$ cat config.mk
export PLATFORM = sky130hd
export DESIGN_NAME = deadline_bj_ctrl
export DESIGN_NICKNAME = d
export VERILOG_FILES = /design/src/rtl/deadline_bj_pkg.sv /design/src/rtl/bjc_counter.sv /design/src/rtl/bjc_period.sv /design/src/rtl/bjc_index.sv /design/src/rtl/deadline_bj_ctrl.sv
export SDC_FILE = /design/constraint.sdc
export NUM_CORES = 1
export LEC_CHECK = 0
export ABC_AREA = 0
export BUFFER_PORTS_ARGS = -buffer_cell sky130_fd_sc_hd__buf_2
export CAP_MARGIN = 20
export CORE_MARGIN = 4
export CORE_UTILIZATION = 48
export DETAILED_ROUTE_END_ITERATION = 16
export PLACE_DENSITY = 0.68
export SYNTH_ARGS = -nofsm -noshare
export SYNTH_HDL_FRONTEND = slang
export SYNTH_SLANG_ARGS = --single-unit
export TNS_END_PERCENT = 20
$ cat constraint.sdc
create_clock -name clk -period 6.6 [get_ports clk]
set_clock_uncertainty 0.2 [all_clocks]
set_input_delay 0.66 -clock clk [delete_from_list [all_inputs] [get_ports clk]]
set_output_delay 0.66 -clock clk [all_outputs]
set_load 0.1 [all_outputs]
$ cat src/rtl/deadline_bj_pkg.sv
package deadline_bj_pkg;

    typedef enum logic {
        MODE_LOCKED = 1'b0,
        MODE_OPEN   = 1'b1
    } mode_e;

    // Entry decision taken in the locked mode
    typedef struct packed {
        logic go;       // leave the locked mode this cycle
        logic by_key;   // authentication wins over a task trigger
    } entry_t;

    function automatic entry_t decide_entry(input logic key_ok, input logic crit);
        entry_t e;
        e.go     = key_ok | crit;
        e.by_key = key_ok;
        return e;
    endfunction

endpackage

$ cat src/rtl/bjc_counter.sv
module bjc_counter #(
    parameter int CW = 8
) (
    input  logic          clk,
    input  logic          rst,
    input  logic          clr,
    input  logic          inc,
    output logic [CW-1:0] cnt
);
    always_ff @(posedge clk) begin
        if (rst || clr) begin
            cnt <= '0;
        end else if (inc) begin
            cnt <= cnt + 1'b1;
        end
    end
endmodule

$ cat src/rtl/bjc_period.sv
module bjc_period #(
    parameter int CW = 8
) (
    input  logic          clk,
    input  logic          rst,
    input  logic          load,
    input  logic [CW-1:0] load_val,
    input  logic          track,
    input  logic [CW-1:0] deadline,
    input  logic [CW-1:0] cnt,
    output logic [CW-1:0] per_q,
    output logic [CW-1:0] per_next
);
    localparam logic [CW-1:0] TOP = {CW{1'b1}};

    logic [CW:0]   wide_sum;
    logic [CW-1:0] need;

    always_comb begin
        wide_sum = {1'b0, deadline} + {1'b0, cnt};
        need     = wide_sum[CW] ? TOP : wide_sum[CW-1:0];
        per_next = (need > per_q) ? need : per_q;
    end

    always_ff @(posedge clk) begin
        if (rst) begin
            per_q <= '0;
        end else if (load) begin
            per_q <= load_val;
        end else if (track) begin
            per_q <= per_next;
        end
    end
endmodule

$ cat src/rtl/bjc_index.sv
module bjc_index #(
    parameter int CW = 8,
    parameter int IW = 8,
    parameter int SW = 4
) (
    input  logic          clk,
    input  logic          rst,
    input  logic          capture,
    input  logic [CW-1:0] rnd,
    input  logic [IW-1:0] pin,
    output logic [SW-1:0] idx
);
    logic [SW-1:0] mix;

    for (genvar b = 0; b < SW; b++) begin : g_mix
        assign mix[b] = rnd[b] ^ pin[b];
    end

    always_ff @(posedge clk) begin
        if (rst) begin
            idx <= '0;
        end else if (capture) begin
            idx <= mix;
        end
    end
endmodule

$ cat src/rtl/deadline_bj_ctrl.sv
module deadline_bj_ctrl
    import deadline_bj_pkg::*;
#(
    parameter int CW = 8,
    parameter int IW = 8,
    parameter int SW = 4
) (
    input  logic          clk,
    input  logic          rst,
    input  logic          auth_ok,
    input  logic          task_hit,
    input  logic [CW-1:0] deadline,
    input  logic [CW-1:0] rnd,
    input  logic [IW-1:0] pin,
    output logic          bj_req,
    output logic [SW-1:0] bj_state
);
    mode_e         mode_q;
    logic          open_q;
    entry_t        ent;
    logic          enter;
    logic          jump;
    logic [CW-1:0] cnt_q;
    logic [CW-1:0] per_q;
    logic [CW-1:0] per_next;
    logic [CW-1:0] load_val;

    assign open_q   = (mode_q == MODE_OPEN);
    assign ent      = decide_entry(auth_ok, task_hit);
    assign enter    = !open_q && ent.go;
    assign jump     = open_q && (cnt_q == per_next);
    assign load_val = ent.by_key ? rnd : deadline;

    bjc_counter #(.CW(CW)) u_cnt (
        .clk (clk),
        .rst (rst),
        .clr (enter),
        .inc (open_q && !jump),
        .cnt (cnt_q)
    );

    bjc_period #(.CW(CW)) u_per (
        .clk      (clk),
        .rst      (rst),
        .load     (enter),
        .load_val (load_val),
        .track    (open_q && !jump),
        .deadline (deadline),
        .cnt      (cnt_q),
        .per_q    (per_q),
        .per_next (per_next)
    );

    bjc_index #(.CW(CW), .IW(IW), .SW(SW)) u_idx (
        .clk     (clk),
        .rst     (rst),
        .capture (jump),
        .rnd     (rnd),
        .pin     (pin),
        .idx     (bj_state)
    );

    always_ff @(posedge clk) begin
        if (rst) begin
            mode_q <= MODE_LOCKED;
            bj_req <= 1'b0;
        end else begin
            bj_req <= jump;
            if (enter) begin
                mode_q <= MODE_OPEN;
            end else if (jump) begin
                mode_q <= MODE_LOCKED;
            end
        end
    end
endmodule

==> impl_summary.md <==
Synth
Sorting the synthesized cells by area gives the leading types as dfxtp_1 22%, ha_1 11%, xor2_1 4.9%. The dominant combinational cell family by area after synthesis is compound AO/OA/AOI/OAI gates. Summing the areas of all xor and xnor instances in the mapped netlist gives under 10% of the synthesized area. The adder-cell area share of the yosys netlist is 11.8%. The share of flip-flops with an asynchronous set or reset is 0%.

A synthesized cell averages 8.52 um^2. The number of nets in the synthesized netlist is 278. The distinct cell type count of the synthesized netlist is 49.

In the synthesized netlist, the number of instances is 232. Counting flops with a built-in enable in the synthesized netlist gives 0. The cell accounting for the most synthesized area is dfxtp_1. Measured against the total synthesized area, the mux share comes to 5.13%. After synthesis, flip-flops and latches occupy ~22% of the total area.

The dominant synthesized flop cell is dfxtp_1. Of the post-synthesis cell area, the dominant cell type holds between 20% and 30%. After synthesis the netlist holds a flip-flop and latch count of 22.

The compound-cell area share of the yosys netlist is 28.0%. Of the total synthesized cell area, the portion taken by AND, OR, NAND and NOR gates is 19.7%. The synthesized netlist occupies a cell area of a little under 2000 um^2. The synthesis warning total is 0.

Pwr
The clock share of power is 29.8%. The combinational share of power is 35.1%. Per report_power, the sequential group accounts for 35.1% of the total.

The switching fraction of total power is 34.4%. The cell area power density is 194 nW/um^2. The cell-internal power is between 0.2 and 0.3 mW. The power dissipated by switching net loads is 0.147 mW.

The leakage dissipation is 0.918 nW. The worst voltage drop across the vdd grid is between 100 and 150 uV.

Worst setup path
The critical path is of the in2reg type. STA classifies the critical path endpoint as a flip-flop. The worst register-to-register path has a setup slack of 1.49 ns. The worst flop-to-flop path endpoint is u_per.per_q[7]$_SDFFE_PP0P_. The launch point of the worst reg-to-reg path is u_cnt.cnt[0]$_SDFFE_PP0P_. The largest stage delay on the critical path is 0.59 ns.

For the worst setup path, the data arrival time is approximately 5 ns. The worst-path cell with the longest stage delay is o211ai_2. STA classifies the critical path startpoint as an input port.

Traced cell by cell, the critical path runs through buf_2 > ha_1 > fa_1 > a211oi_2 > o21bai_1 > a21oi_1 > mux2_2 > inv_1 > ha_1 > nand2_1 > o21ai_0 > o21a_1 > or2_2 > a21oi_1 > xor2_1 > nand3_1 > o211ai_2 > nor3_1 > a211oi_2. Data on the critical path is required at its endpoint by ~6.6 ns. The largest driver fanout on the critical path is 12.

The depth of the worst register-to-register path is 18.

Route
The overall routed net length is roughly 4.7 mm. The count of nets left with antenna violations once routing finished came out at 0. The average wire per standard cell is 15.2 um. Before antenna repair, the detailed router went through 4 iterations. The DRC violation total after the first TritonRoute iteration is ~110. Using the TritonRoute via totals, the vias-per-cell ratio works out to slightly below 6.

The detailed-route DRC error count is 0. The via count is 1768.

GRT
The pin count of the biggest net entering global routing is 20. The first-pass GRT wire length is a little under 8 mm. The number of antenna violations at the first check in global routing is 0.

The global-route congestion overflow total is 0. In the global route stage, met3 resource usage came out at 3.05%. The number of global-route vias before repair came to 1651. The met2 track demand over resource in global routing is 30.4%.

The combined global-route utilization of all metal layers is 18.9%. met2 is the most crowded layer. The met1 demand-to-capacity share in global routing is 26.0%.

Cells and area
The total area of sequential cells is 440 um^2. The number of diodes added for antenna fixing is 0. From synthesis to final layout, the design area changed by 11.5%. The count of filler cells inserted in the layout is 386. The multi-input combinational cells in the finished layout cover a total of 1440 um^2. Cells fill ~55% of the core in the end. The fraction of final layout cells with drive strength greater than 1 is 20.7%.

The final standard cell area without fillers is 2200 um^2. After the last flow step, the layout net total stands at ~300.

Timing
The hold violation total from the final report is 0. The slew at the pin with the worst max-slew slack is ~0.6 ns. Setup repair after global routing left no endpoint under its margin. The total negative setup slack is 0 ns. Hold timing on the final database bottoms out at a slack of 0.273 ns.

The worst path setup slack after routing is 1.46 ns. In this run the tightest slew margin relative to its limit is roughly three fifths. The final clock period utilization by the worst path is 77.9%. The total setup violations reported at the end of the flow is 0. The max-slew violation count is 0. The time the final worst path needs with I/O delays and setup is 5.14 ns.

The highest achievable clock rate is 0.195 GHz.

Floorplanning
The height of the die is 72.2 um. The floorplan step defined a die boundary enclosing 5210 um^2. In this run the horizontal extent of the chip is 72.2 um. The starting utilization of the core area is 49.4%.

The area of the core is 4000 um^2. The floorplan has 23 rows. In this run the count of I/O pins placed on the die edge is 33.

Place
Timing analysis after detailed placement gives a worst setup slack of 1.19 ns. The routability-driven placement congestion ratio is approximately 0.91. In this run the tool buffered the top-level ports with 28 buffer cells. The cell area after placement is roughly 2100 um^2. The half-perimeter wire length after placement is about 3.7 mm.

Clock network
The count of hold buffers inserted by post-cts repair is 0. The clock passes through at most 2 buffers. TritonCTS created 3 clock buffers. The buffer type at the clock tree root is clkbuf_8. The number of levels in the clock H-tree is 1. The CTS sink count is 22. The clock reaches the later pin of the worst-skew pair after 0.27 ns.

TritonCTS built the clock tree. The clock-pin slew reported for the worst setup and hold paths after clock tree synthesis is roughly 0.080 ns. Once the clock tree was built, the setup fixing pass inserted 0 buffers. The post-cts resize count is 0.

Min path
The destination of the worst hold path is u_per.per_q[3]$_SDFFE_PP0P_. Counting instances, the worst hold path has a depth of 2. In this run the most critical hold path is launched from u_per.per_q[3]$_SDFFE_PP0P_. The worst hold path belongs to the class reg2reg.

Status
The flow ran to the end, and the final reports show no timing, DRC or antenna violations.

Job
The max-capacitance violation count is 0.
power by group through the flow:
stage | registers (mW) | logic, mW | clock network [mW]
after detailed placement | 0.154 | 0.150 | 0
after floorplan | 0.158 | 0.117 | 0
after global placement | 0.153 | 0.148 | 0
final | 0.150 | 0.150 | 0.128
after global routing | 0.152 | 0.167 | 0.136
after CTS | 0.150 | 0.150 | 0.131
cells in the final DEF, fill, tap and decap left out, drive strengths merged, types with 2 or more instances in the layout:
cell	Yosys	layout
buf	6	29
a21oi	23	23
nor2	22	22
dfxtp	22	22
ha	17	17
inv	12	12
nand3	12	12
nand2	11	11
xor2	11	11
a211oi	10	10
o21ai	10	10
mux2i	9	9
nor3	9	9
o211ai	8	8
xnor2	7	7
o22a	6	6
or4	5	5
nand2b	3	3
and3	3	3
clkbuf	3	3
nor3b	3	3
o21bai	2	2
o21a	2	2
nand4	2	2
o31ai	2	2
metrics by stage:
step	instances	total power, mW
after floorplan	232	0.275
after global placement	302	0.301
after detailed placement	302	0.303
after CTS	306	0.432
after global routing	306	0.455
final	306	0.428
layout make-up:
cell class,count,share of cell area (%)
clock inverters,1,1.36
clock buffers,3,1.87
inverters,12,2.04
flip-flops and latches,22,20.0
repair buffers,29,6.70
multi-input cells,189,65.2
well taps,50,2.84
per-layer routing:
layer  up-vias  share of wire (%)
met5         -                  0
met4         0                1.0
met3         5                2.6
met2        21                 48
met1       832                 48
li1        910                  -
worst max-delay path: cells and delay by family:
family | cells | cell delay [ns]
fa+ha+maj | 3 | 0.88
compound gates | 8 | 1.96
buf+inv | 2 | 0.18
simple gates | 4 | 0.87
mux | 1 | 0.40
xor+xnor | 1 | 0.18
registers in the layout, summed over array words and instances (netlist names):
signal and cells:
u_per.per_q 8, u_cnt.cnt 8, u_idx.idx 4, mode_q 1, bj_req 1
kinds of logic after synthesis:
kind of cell | Yosys count
flops | 22
simple gates | 74
compound gates | 69
mux | 10
fa+ha+maj | 18
xor+xnor | 18
buf+inv | 21
worst max path at each step:
stage / endpoint / slack [ns] / depth (start not counted) / startpoint
floorplan: u_cnt.cnt[0]$_SDFFE_PP0P_ / 1.79 / 20 / deadline[0]
global placement: u_per.per_q[1]$_SDFFE_PP0P_ / 1.24 / 19 / deadline[0]
detailed placement: u_per.per_q[1]$_SDFFE_PP0P_ / 1.19 / 19 / deadline[0]
CTS: u_per.per_q[7]$_SDFFE_PP0P_ / 1.47 / 19 / deadline[0]
global route: u_per.per_q[7]$_SDFFE_PP0P_ / 1.15 / 18 / u_cnt.cnt[0]$_SDFFE_PP0P_
finish: u_per.per_q[7]$_SDFFE_PP0P_ / 1.46 / 19 / deadline[0]
cells in the mapped netlist (2+ instances only):
library cell,count
o21ai_0,3
nand3_1,10
inv_1,12
nor2_1,22
nor3_1,8
dfxtp_1,22
a211oi_2,4
o21bai_1,2
nand2b_1,3
o21a_1,2
a21oi_1,19
mux2i_1,9
ha_1,17
o21ai_4,2
nand2_1,11
buf_6,2
o211ai_1,7
and3_1,3
nand4_1,2
nand3_2,2
buf_2,2
a21oi_2,4
clkbuf_1,3
xnor2_1,7
o31ai_1,2
o22a_1,6
xor2_1,11
o21ai_1,4
a211oi_1,6
nor3b_1,2
or4_1,5
Power figures use the tool's default switching activity.
